--- src/rtl/exu_bypass_pkg.sv ---
package exu_bypass_pkg;

  // Operand source code; 2'b11 is reserved and never produced.
  typedef enum logic [1:0] {
    SRC_RF   = 2'b00,
    SRC_WB   = 2'b01,
    SRC_MEM  = 2'b10,
    SRC_RSVD = 2'b11
  } byp_src_e;

endpackage

--- src/rtl/exu_byp_hit.sv ---
// Qualifies one later stage against one source index.
module exu_byp_hit #(
  parameter int REG_W = 5
) (
  input  logic [REG_W-1:0] src_idx,
  input  logic             wr_en,
  input  logic [REG_W-1:0] dst_idx,
  output logic             hit
);
  logic dst_nonzero;
  assign dst_nonzero = |dst_idx;
  assign hit = wr_en && dst_nonzero && (dst_idx == src_idx);
endmodule

--- src/rtl/exu_byp_pick.sv ---
// Priority: the memory stage holds the newer result, so it wins.
module exu_byp_pick
  import exu_bypass_pkg::*;
(
  input  logic     mem_hit,
  input  logic     wb_hit,
  output byp_src_e sel
);
  always_comb begin
    if (mem_hit)     sel = SRC_MEM;
    else if (wb_hit) sel = SRC_WB;
    else             sel = SRC_RF;
  end
endmodule

--- src/rtl/exu_byp_mux.sv ---
module exu_byp_mux
  import exu_bypass_pkg::*;
#(
  parameter int DATA_W = 32
) (
  input  byp_src_e          sel,
  input  logic [DATA_W-1:0] rf_val,
  input  logic [DATA_W-1:0] mem_val,
  input  logic [DATA_W-1:0] wb_val,
  output logic [DATA_W-1:0] opnd
);
  always_comb begin
    unique case (sel)
      SRC_MEM: opnd = mem_val;
      SRC_WB:  opnd = wb_val;
      default: opnd = rf_val;   // SRC_RF and the reserved code
    endcase
  end
endmodule

--- src/rtl/exu_bypass_sel.sv ---
module exu_bypass_sel
  import exu_bypass_pkg::*;
#(
  parameter int DATA_W = 32,
  parameter int REG_W  = 5
) (
  input  logic [REG_W-1:0]  ex_src_a_idx,
  input  logic [REG_W-1:0]  ex_src_b_idx,
  input  logic [DATA_W-1:0] ex_rf_a,
  input  logic [DATA_W-1:0] ex_rf_b,
  input  logic              mem_wr_en,
  input  logic [REG_W-1:0]  mem_dst_idx,
  input  logic [DATA_W-1:0] mem_result,
  input  logic              wb_wr_en,
  input  logic [REG_W-1:0]  wb_dst_idx,
  input  logic [DATA_W-1:0] wb_result,
  output logic [DATA_W-1:0] opnd_a,
  output logic [DATA_W-1:0] opnd_b,
  output logic [1:0]        sel_a,
  output logic [1:0]        sel_b
);
  localparam int NUM_SRC = 2;

  logic [REG_W-1:0]  src_idx [NUM_SRC];
  logic [DATA_W-1:0] rf_val  [NUM_SRC];
  logic [DATA_W-1:0] opnd    [NUM_SRC];
  byp_src_e          sel     [NUM_SRC];

  assign src_idx[0] = ex_src_a_idx;
  assign src_idx[1] = ex_src_b_idx;
  assign rf_val[0]  = ex_rf_a;
  assign rf_val[1]  = ex_rf_b;

  for (genvar g = 0; g < NUM_SRC; g++) begin : g_src
    logic mem_hit;
    logic wb_hit;

    exu_byp_hit #(.REG_W(REG_W)) u_mem_hit (
      .src_idx (src_idx[g]),
      .wr_en   (mem_wr_en),
      .dst_idx (mem_dst_idx),
      .hit     (mem_hit)
    );

    exu_byp_hit #(.REG_W(REG_W)) u_wb_hit (
      .src_idx (src_idx[g]),
      .wr_en   (wb_wr_en),
      .dst_idx (wb_dst_idx),
      .hit     (wb_hit)
    );

    exu_byp_pick u_pick (
      .mem_hit (mem_hit),
      .wb_hit  (wb_hit),
      .sel     (sel[g])
    );

    exu_byp_mux #(.DATA_W(DATA_W)) u_mux (
      .sel     (sel[g]),
      .rf_val  (rf_val[g]),
      .mem_val (mem_result),
      .wb_val  (wb_result),
      .opnd    (opnd[g])
    );
  end

  assign opnd_a = opnd[0];
  assign opnd_b = opnd[1];
  assign sel_a  = sel[0];
  assign sel_b  = sel[1];
endmodule

--- config.mk ---
export PLATFORM = sky130hd
export DESIGN_NAME = exu_bypass_sel
export DESIGN_NICKNAME = d
export VERILOG_FILES = /design/src/rtl/exu_bypass_pkg.sv /design/src/rtl/exu_byp_hit.sv /design/src/rtl/exu_byp_pick.sv /design/src/rtl/exu_byp_mux.sv /design/src/rtl/exu_bypass_sel.sv
export SDC_FILE = /design/constraint.sdc
export NUM_CORES = 1
export LEC_CHECK = 0
export BUFFER_PORTS_ARGS = -buffer_cell sky130_fd_sc_hd__buf_2
export CAP_MARGIN = 10
export CORE_MARGIN = 2
export CORE_UTILIZATION = 36
export DETAILED_ROUTE_END_ITERATION = 10
export PLACE_DENSITY = 0.86
export SLEW_MARGIN = 20
export SYNTH_ARGS = -nofsm -noshare
export SYNTH_HDL_FRONTEND = slang
export SYNTH_SLANG_ARGS = --single-unit
export TNS_END_PERCENT = 5
--- constraint.sdc ---
create_clock -name vclk -period 3.6
set_clock_uncertainty 0.2 [all_clocks]
set_input_delay 1.08 -clock vclk [all_inputs]
set_output_delay 1.08 -clock vclk [all_outputs]
set_load 0.02 [all_outputs]
== After elaboration in Yosys (flattened, before gate mapping) ==
Index checks and enable logic that the tools add are counted.
Widths: inputs -> output; s select.
Storage, ports and cells
  bits in registers: 0
  bits in writable memories: 0
  output and inout bits: 68
  word-level logic and storage cells: 22
  memory bits (read-only): 0
  latch bits: 0
  memories: 0
  input port bits: 150
Operators by class
  multiply operators: 0
  divide/modulo/power cells: 0
  bitwise operators: 0
  mux-type cells: 6
  shift operators: 0
  equality and inequality tests: 8
  $add $sub $neg: 0
  reduce and logical (&&, ||, !) cells: 8
  magnitude comparators: 0
Operator list (number)
  $pmux 32 s2: 2
  $eq 5x5->1: 4
  $reduce_or 5->1: 2
  $logic_and 1x1->1: 6
  $eq 2x1->1 const B: 2
  $eq 2x2->1 const B: 2
  $mux 2: 2
  $mux 1: 2

== Longest topological paths before layout ==
Gate-level depths: netlist (run 1).
  depth after elaboration: 7
  mapped depth: 7
  gate-level depth less buffers: 5

== Cells and area by module ==
From an unflattened synthesis (run 1), not the netlist that was laid out.
Second synthesis, totals
  cell total of the unflattened synthesis: 270
  area, all modules: 1621.6 µm²
Modules (own cells, without submodules)
  exu_byp_mux: cells an instance 113, sequential area each 0.0 µm², area an instance 636.9 µm², instances 2
  exu_byp_hit: cells an instance 10, sequential area each 0.0 µm², area an instance 76.3 µm², instances 4
  exu_byp_pick: cells an instance 2, sequential area each 0.0 µm², area an instance 21.3 µm², instances 2

== Least setup slack after synthesis (run 1) ==
Ideal clock, no wire load.
  kind: input-to-output
  start: in mem_dst_idx[4]
  end: out sel_a[0]
  arrival time: 2828 ps
  cell stages on the path: 6
  data required time: 2320 ps
  path buffers: 1
  slack: -508 ps
  path through: or4_4 > o211ai_2 > or2_1 > buf_2 > inv_2 > nor4_1
On the way
  longest elaborated chain between the ends: 4
RTL lines
  start, declared: line exu_bypass_sel.sv:12  | input logic [REG_W-1:0] mem_dst_idx,
  $reduce_or 5->1: line exu_byp_hit.sv:11  | assign dst_nonzero = |dst_idx;
  $logic_and 1x1->1: line exu_byp_hit.sv:12  | assign hit = wr_en && dst_nonzero && (dst_idx == src_idx);
  $logic_and 1x1->1 (*): line exu_byp_hit.sv:12
  net g_src[0].mem_hit: line exu_bypass_sel.sv:35  | logic mem_hit;
  $mux 2 (*): line exu_byp_pick.sv:10  | if (mem_hit) sel = SRC_MEM;
  end, declared: line exu_bypass_sel.sv:19  | output logic [1:0] sel_a,
The timed path passes the listed nets; every way through them passes the cells marked *.

== Worst setup path in the final report (run 1) ==
  start: in wb_dst_idx[4]
  end: out opnd_a[28]
On the way
  longest elaborated chain between the ends: 7
RTL lines
  start, declared: line exu_bypass_sel.sv:15  | input logic [REG_W-1:0] wb_dst_idx,
  $reduce_or 5->1: line exu_byp_hit.sv:11
  $logic_and 1x1->1: line exu_byp_hit.sv:12
  $logic_and 1x1->1 (*): line exu_byp_hit.sv:12
  $mux 1 (*): line exu_byp_pick.sv:11  | else if (wb_hit) sel = SRC_WB;
  $mux 2 (*): line exu_byp_pick.sv:10
  $eq 2x1->1 or $eq 2x2->1 (tied branches): line exu_byp_mux.sv:13  | unique case (sel)
  $pmux 32 s2 (*): line exu_byp_mux.sv:13
  end, declared: line exu_bypass_sel.sv:17  | output logic [DATA_W-1:0] opnd_a,
Every way passes the cells marked *; elsewhere a longest branch is shown, timed or not.

==> metrics.json, run 1 <==
{
  "detailed_routing": {
    "detail_route.iter0.violations": 492,
    "ant_nets": 0,
    "routed_via_density": 6.94,
    "detail_route.wl_per_cell_um": 22.8,
    "detailroute.via_count": 4871,
    "postRouteWirelength_um": 16000,
    "first_pass_iters": 5,
    "drcViolationCount": 0
  },
  "synth": {
    "ys_seq_area_share_pct": 0,
    "syn_nets": 543,
    "post_synth_inst_count": 393,
    "synth_cell_types": 26,
    "synth.cell_area_mm2": 0.00236,
    "syn_avg_cell_area_um2": 6.00,
    "synth_warnings": 0
  },
  "floorplanning": {
    "die_w_um": 84.9,
    "floorplan.die_area_mm2": 0.00721,
    "start_util_pct": 37.1,
    "coreArea_mm2": 0.00635,
    "rows": 29,
    "ioPinCount": 218,
    "chipHeight_um": 84.9
  },
  "grt": {
    "pin_count_of_the_biggest_net_entering_global_routing": 33,
    "groute.usage.overall_pct": 38.8,
    "antenna_violations_before_repair": 2,
    "global_route.overflow_total": 0,
    "wire_length_of_the_first_global_routing_pass_um": 23100,
    "vias_in_the_first_global_route": 4724
  },
  "placement": {
    "half_perimeter_wire_length_of_the_detailed_placement_result_um": 9840,
    "io_buffer_count": 218,
    "placed_cell_area_mm2": 0.00434,
    "dp_slack_ns": -0.468,
    "place_inst": 692,
    "place.gp.congestion": 0.968
  },
  "timing": {
    "hold_viol_final": 0,
    "report.final.slew_viol_count": 0,
    "final_critical_path_setup_slack_ns": -0.539,
    "setup_repair_after_global_routing_missed_its_margin": "yes",
    "maxClockFrequency_mhz": 242,
    "finalCritPeriodShare_pct": 115,
    "finalSetupViolations": 68,
    "max-slew-margin-rel_pct": 66.0,
    "final_critical_delay_including_setup_and_external_delays_ns": 4.14,
    "worstMarginPinSlew_ns": 0.506
  },
  "run_status": {
    "status": "finished, violations left",
    "failed_checks": "negative setup slack"
  },
  "layout": {
    "nClkBuffers": 0,
    "seq_cell_count": 0,
    "drive_above_1_share_pct": 70.8,
    "commonest_cells_after_routing_fill_and_taps_aside": "183 x sky130_fd_sc_hd__buf_2, 79 x sky130_fd_sc_hd__buf_4, 63 x sky130_fd_sc_hd__nor3_1",
    "layout.cells.non_filler": 702,
    "layout.nets": 775,
    "num-fill-cells": 385,
    "area.sequential_um2": 0,
    "layout-area-overhead-vs-synth_pct": 116,
    "layout_commonest_cell": "sky130_fd_sc_hd__buf_2",
    "post-route-cell-area_mm2": 0.00510
  },
  "power_and_ir_drop": {
    "cellPowerDensity_mw_per_mm2": 154,
    "power.leakage_uw": 0.00207,
    "ir_worst_vdd_mv": 0.141
  },
  "job": {
    "reported_max_cap_violation_count": 0
  },
  "worst_setup_path": {
    "crit_path_start_kind": "primary input",
    "critical-path-top-cell-by-count": "sky130_fd_sc_hd__buf_4",
    "max_stage_delay_ns": 0.47,
    "path_cells": "buf_4 -> nor4_1 -> buf_4 -> a21bo_4 -> buf_12 -> buf_4 -> o31ai_1 -> a31oi_2 -> buf_4",
    "cp.arrival_ns": 2.86,
    "path_max_fanout": 31,
    "critical_path_class": "in2out",
    "crit_path_buffers_inverters": 5,
    "crit_family": "compound AO/OA/AOI/OAI gates",
    "timing.critical_path.required_ns": 2.32,
    "critPathSlowestCell": "sky130_fd_sc_hd__o31ai_1",
    "timing.critical_path.to_type": "primary output"
  },
  "hold_path": {
    "worst_hold_path.num_cells": 4,
    "worstHoldEndpoint": "opnd_a[31]",
    "worst_hold_path_type": "in2out",
    "hold_start": "ex_rf_a[31]"
  }
}
[where the power goes]
part           switching [uW]  internal (uW)
Sequential                  0              0
Clock                       0      0.0000743
Combinational             451            335
Total                     451            335
[layout make-up]
| type | instances | area (um2) | share of cell area [%] |
|---|---|---|---|
| timing repair buffer | 294 | 2050 | 40.2 |
| multi-input combinational | 294 | 2820 | 55.2 |
| inverter | 35 | 131 | 2.58 |
| tap | 77 | 96.3 | 1.89 |
| antenna | 2 | 5.00 | 0.0982 |
[stage by stage]
| stage | hold slack [ns] | power [uW] | util [%] | setup TNS, ns |
|---|---|---|---|---|
| after floorplan | 2.17 | 322 | - | -11.85 |
| after global placement | 2.34 | 604 | 68.3 | -24.59 |
| after detailed placement | 2.34 | 617 | 68.3 | -26.99 |
| after CTS | 2.34 | 729 | 78.9 | -21.80 |
| after global routing | 2.36 | 812 | 80.2 | -28.88 |
| final | 2.34 | 786 | 80.3 | -27.53 |
[Yosys cell counts]
library cell / instances / share of area, %
sky130_fd_sc_hd__o31a_1: 2 / 0.74
sky130_fd_sc_hd__a31oi_1: 63 / 17
sky130_fd_sc_hd__nand4_1: 34 / 9.0
sky130_fd_sc_hd__or3_1: 2 / 0.53
sky130_fd_sc_hd__o31ai_1: 63 / 20
sky130_fd_sc_hd__nor4_2: 1 / 0.53
sky130_fd_sc_hd__nand3_1: 1 / 0.21
sky130_fd_sc_hd__nand2_1: 1 / 0.16
sky130_fd_sc_hd__a21bo_2: 1 / 0.42
sky130_fd_sc_hd__inv_1: 33 / 5.3
sky130_fd_sc_hd__or4_4: 1 / 0.48
sky130_fd_sc_hd__buf_1: 4 / 0.64
sky130_fd_sc_hd__a21boi_1: 1 / 0.32
sky130_fd_sc_hd__buf_2: 19 / 4.0
sky130_fd_sc_hd__xor2_1: 5 / 1.9
sky130_fd_sc_hd__buf_4: 2 / 0.64
sky130_fd_sc_hd__inv_2: 2 / 0.32
sky130_fd_sc_hd__nor3_1: 64 / 14
sky130_fd_sc_hd__o211ai_2: 2 / 1.1
sky130_fd_sc_hd__or4_1: 31 / 9.9
sky130_fd_sc_hd__or2_1: 2 / 0.53
sky130_fd_sc_hd__clkbuf_1: 39 / 6.2
sky130_fd_sc_hd__or2_2: 1 / 0.27
sky130_fd_sc_hd__nor4_1: 3 / 0.80
sky130_fd_sc_hd__nor2_1: 1 / 0.16
sky130_fd_sc_hd__xnor2_1: 15 / 5.6
[routing by layer]
metal / part of all wire, % / vias up / track usage (%)
met1: 35 / 2229 / 44.7
met2: 48 / 488 / 69.2
li1: - / 2034 / -
met5: 0 / - / 0
met3: 11 / 120 / 4.96
met4: 6.4 / 0 / 21.1
[kinds of logic (layout without fill, tap and decap cells)]
family,Yosys count,after routing,synth area share [%]
simple gates,142,142,36.1
compound gates,132,132,39.3
buf+inv,99,329,17.1
xor+xnor,20,20,7.43
other cells,0,2,0
[worst max path at each step]
stage | end | from | cells after the start
2_1_floorplan | sel_b[0] | mem_dst_idx[4] | 6
3_3_place_gp | opnd_a[22] | wb_dst_idx[2] | 8
3_5_place_dp | opnd_a[18] | wb_dst_idx[4] | 8
4_1_cts | opnd_b[18] | mem_dst_idx[4] | 7
5_1_grt | opnd_b[22] | wb_dst_idx[0] | 8
6_report | opnd_a[28] | wb_dst_idx[4] | 9
[timing repair]
action,CTS,global route
endpoints found under the hold margin,0,0
hold buffers,0,0
buffers inserted,5,0
endpoints found under the setup margin,68,68
resized for setup,126,15
pin swaps,35,1
gates cloned,3,0
Power figures use the tool's default switching activity.
==> run 2: changes to the inputs <==
TNS_END_PERCENT = 100   (was 5)
clock period = 3.66 ns   (was 3.6 ns; I/O delays follow)
==> run 2 against run 1 <==
The run still ends with negative setup slack left. Global-route usage down 4.5 points. Total power decreased by 0.73%. Worst setup slack better by 0.10 ns. Via count is 2.7% higher. First-iteration DRC count shrank 8.1%. Critical path type unchanged.
==> metrics.json, run 2 (same netlist as run 1, synthesis figures left out) <==
{
  "timing": {
    "finalCritPeriodShare_pct": 112,
    "max-slew-margin-rel": {"value": 67.2, "unit": "%", "change": "+1.2 points"},
    "worstMarginPinSlew": {"value": 0.488, "unit": "ns", "change": "-0.0181 ns"},
    "finalSetupViolations": {"value": 68, "change": "unchanged"},
    "final_critical_path_setup_slack": {"value": -0.438, "unit": "ns", "change": "+0.101 ns"},
    "final_critical_delay_including_setup_and_external_delays_ns": 4.10,
    "setup_repair_after_global_routing_missed_its_margin": "yes",
    "report.final.slew_viol_count": {"value": 0, "change": "unchanged"},
    "maxClockFrequency_mhz": 244,
    "hold_viol_final": {"value": 0, "change": "unchanged"}
  },
  "job": {
    "reported_max_cap_violation_count": {"value": 0, "change": "unchanged"}
  },
  "power_and_ir_drop": {
    "power.leakage": {"value": 0.00209, "unit": "uW", "change": "+1.0%"},
    "ir_worst_vdd": {"value": 0.122, "unit": "mV", "change": "-13%"},
    "cellPowerDensity": {"value": 148, "unit": "mW/mm2", "change": "-3.9%"},
    "finalPower": {"value": 780, "unit": "uW", "change": "-0.73%"}
  },
  "layout": {
    "commonest_cells_after_routing_fill_and_taps_aside": "169 x sky130_fd_sc_hd__buf_2, 63 x sky130_fd_sc_hd__nor3_1, 62 x sky130_fd_sc_hd__buf_4",
    "nClkBuffers": {"value": 0, "change": "unchanged"},
    "layout-area-overhead-vs-synth_pct": 123,
    "area.sequential": {"value": 0, "unit": "um2", "change": "unchanged"},
    "layout_commonest_cell": "sky130_fd_sc_hd__buf_2",
    "layout.nets": {"value": 770, "change": "-0.65%"},
    "final_core_utilization": {"value": 83.0, "unit": "%", "change": "+2.7 points"},
    "num-fill-cells": {"value": 352, "change": "-8.6%"},
    "multi_input_comb_area": {"value": 0.00286, "unit": "mm2", "change": "+1.4%"},
    "drive_above_1_share": {"value": 65.2, "unit": "%", "change": "-5.6 points"},
    "seq_cell_count": {"value": 0, "change": "unchanged"}
  },
  "worst_setup_path": {
    "cp.arrival": {"value": 2.80, "unit": "ns", "change": "-0.06 ns"},
    "critPathSlowestCell": "sky130_fd_sc_hd__or4_4",
    "max_stage_delay": {"value": 0.58, "unit": "ns", "change": "+0.11 ns"},
    "path_max_fanout": {"value": 16, "change": "-48%"},
    "critical-path-top-cell-by-count": "sky130_fd_sc_hd__buf_6",
    "critical_path_class": "in2out",
    "path_cells": "buf_6 -> or4_4 -> o211ai_4 -> buf_6 -> nor3_1 -> a31oi_1 -> buf_2",
    "crit_path_start_kind": "primary input",
    "timing.critical_path.to_type": "primary output",
    "timing.critical_path.required": {"value": 2.36, "unit": "ns", "change": "+0.04 ns"}
  },
  "grt": {
    "vias_in_the_first_global_route": {"value": 4502, "change": "-4.7%"},
    "global_route.overflow_total": {"value": 0, "change": "unchanged"},
    "groute.usage.overall": {"value": 34.3, "unit": "%", "change": "-4.5 points"},
    "wire_length_of_the_first_global_routing_pass": {"value": 20600, "unit": "um", "change": "-11%"},
    "antenna_violations_before_repair": {"value": 1, "change": "-1"},
    "pin_count_of_the_biggest_net_entering_global_routing": {"value": 46, "change": "+39%"}
  },
  "floorplanning": {
    "rows": {"value": 29, "change": "unchanged"},
    "start_util": {"value": 37.1, "unit": "%", "change": "unchanged"},
    "coreArea": {"value": 0.00635, "unit": "mm2", "change": "unchanged"},
    "ioPinCount": {"value": 218, "change": "unchanged"},
    "chipHeight": {"value": 84.9, "unit": "um", "change": "unchanged"},
    "die_w": {"value": 84.9, "unit": "um", "change": "unchanged"},
    "floorplan.die_area": {"value": 0.00721, "unit": "mm2", "change": "unchanged"}
  },
  "hold_path": {
    "worst_hold_path_type": "in2out",
    "worst_hold_path.num_cells": {"value": 4, "change": "unchanged"}
  },
  "detailed_routing": {
    "detailroute.via_count": {"value": 5003, "change": "+2.7%"},
    "routed_via_density": {"value": 7.19, "change": "+3.6%"},
    "first_pass_iters": {"value": 5, "change": "unchanged"},
    "highest_layer": "met4",
    "wl_met3": {"value": 1920, "unit": "um", "change": "+9.5%"},
    "wl_met1": {"value": 5520, "unit": "um", "change": "-0.50%"},
    "met2WireLength": {"value": 8130, "unit": "um", "change": "+5.5%"},
    "drcViolationCount": {"value": 0, "change": "unchanged"},
    "detail_route.wl_per_cell": {"value": 24.7, "unit": "um", "change": "+8.1%"},
    "detail_route.iter0.violations": {"value": 452, "change": "-8.1%"},
    "postRouteWirelength": {"value": 17200, "unit": "um", "change": "+7.2%"},
    "ant_nets": {"value": 0, "change": "unchanged"}
  },
  "run_status": {
    "failed_checks": "negative setup slack",
    "status": "finished, violations left"
  },
  "placement": {
    "half_perimeter_wire_length_of_the_detailed_placement_result": {"value": 9540, "unit": "um", "change": "-3.0%"},
    "io_buffer_count": {"value": 218, "change": "unchanged"},
    "place.gp.congestion": {"value": 1.01, "change": "+4.6%"},
    "dp_slack": {"value": -0.370, "unit": "ns", "change": "+0.0978 ns"}
  },
  "clocking": {
    "cts.hold.buffers_added": {"value": 0, "change": "unchanged"}
  }
}
## run 2: cell count changes in the layout (fill, tap and decap cells not counted), sizes merged
cell	change
buf	-7
bufbuf	-1
clkbuf	+3
diode	-1
## run 2: report_power, final
group          internal (uW)   leakage (uW)  switching (uW)
clock network      0.0000365  0.00000000634               0
registers                  0              0               0
logic                    337        0.00209             443
total                    337        0.00209             443
## run 2: path summary, 6_finish.rpt
kind / startpoint / endpoint / slack (ns)
min: ex_rf_b[15] / opnd_b[15] / 2.39
max: mem_dst_idx[4] / opnd_b[30] / -0.44
## run 2: layer usage
metal | GRT usage [%] | up-vias
met5 | 0 | -
met3 | 4.86 | 200
met2 | 66.4 | 537
met1 | 36.8 | 2242
li1 | - | 2024
met4 | 14.4 | 0
## run 2: layout make-up
class                           instances  area share [%]
Inverter                               35            2.59
Timing Repair Buffer                  289            41.3
Multi-Input combinational cell        294            54.2
Tap cell                               77            1.83
Antenna cell                            1          0.0475
## run 2: through the flow
step                      hold slack (ns)  TNS [ns]  cell area, um2  cells
after floorplan                      2.21     -8.31            2840    393
after global placement               2.37    -18.15            4330    683
after detailed placement             2.38    -21.39            4330    683
after CTS                            2.38    -20.25            4660    688
after global routing                 2.41    -27.38            5270    696
final                                2.39    -24.26            5270    696
## run 2: worst max-delay path: cells and delay by family
kind / cells / cell delay [ns]
AOI/OAI and AO/OA: 2 / 0.48
buffers and inverters: 3 / 0.54
and+or+nand+nor: 2 / 0.68
## run 2: what timing repair did
action | in CTS | in global routing
cloned | 3 | 4
pin swaps | 1 | 12
endpoints found under the setup margin | 68 | 68
buffers inserted | 2 | 6
resized for setup | 59 | 112
endpoints found under the hold margin | 0 | 0
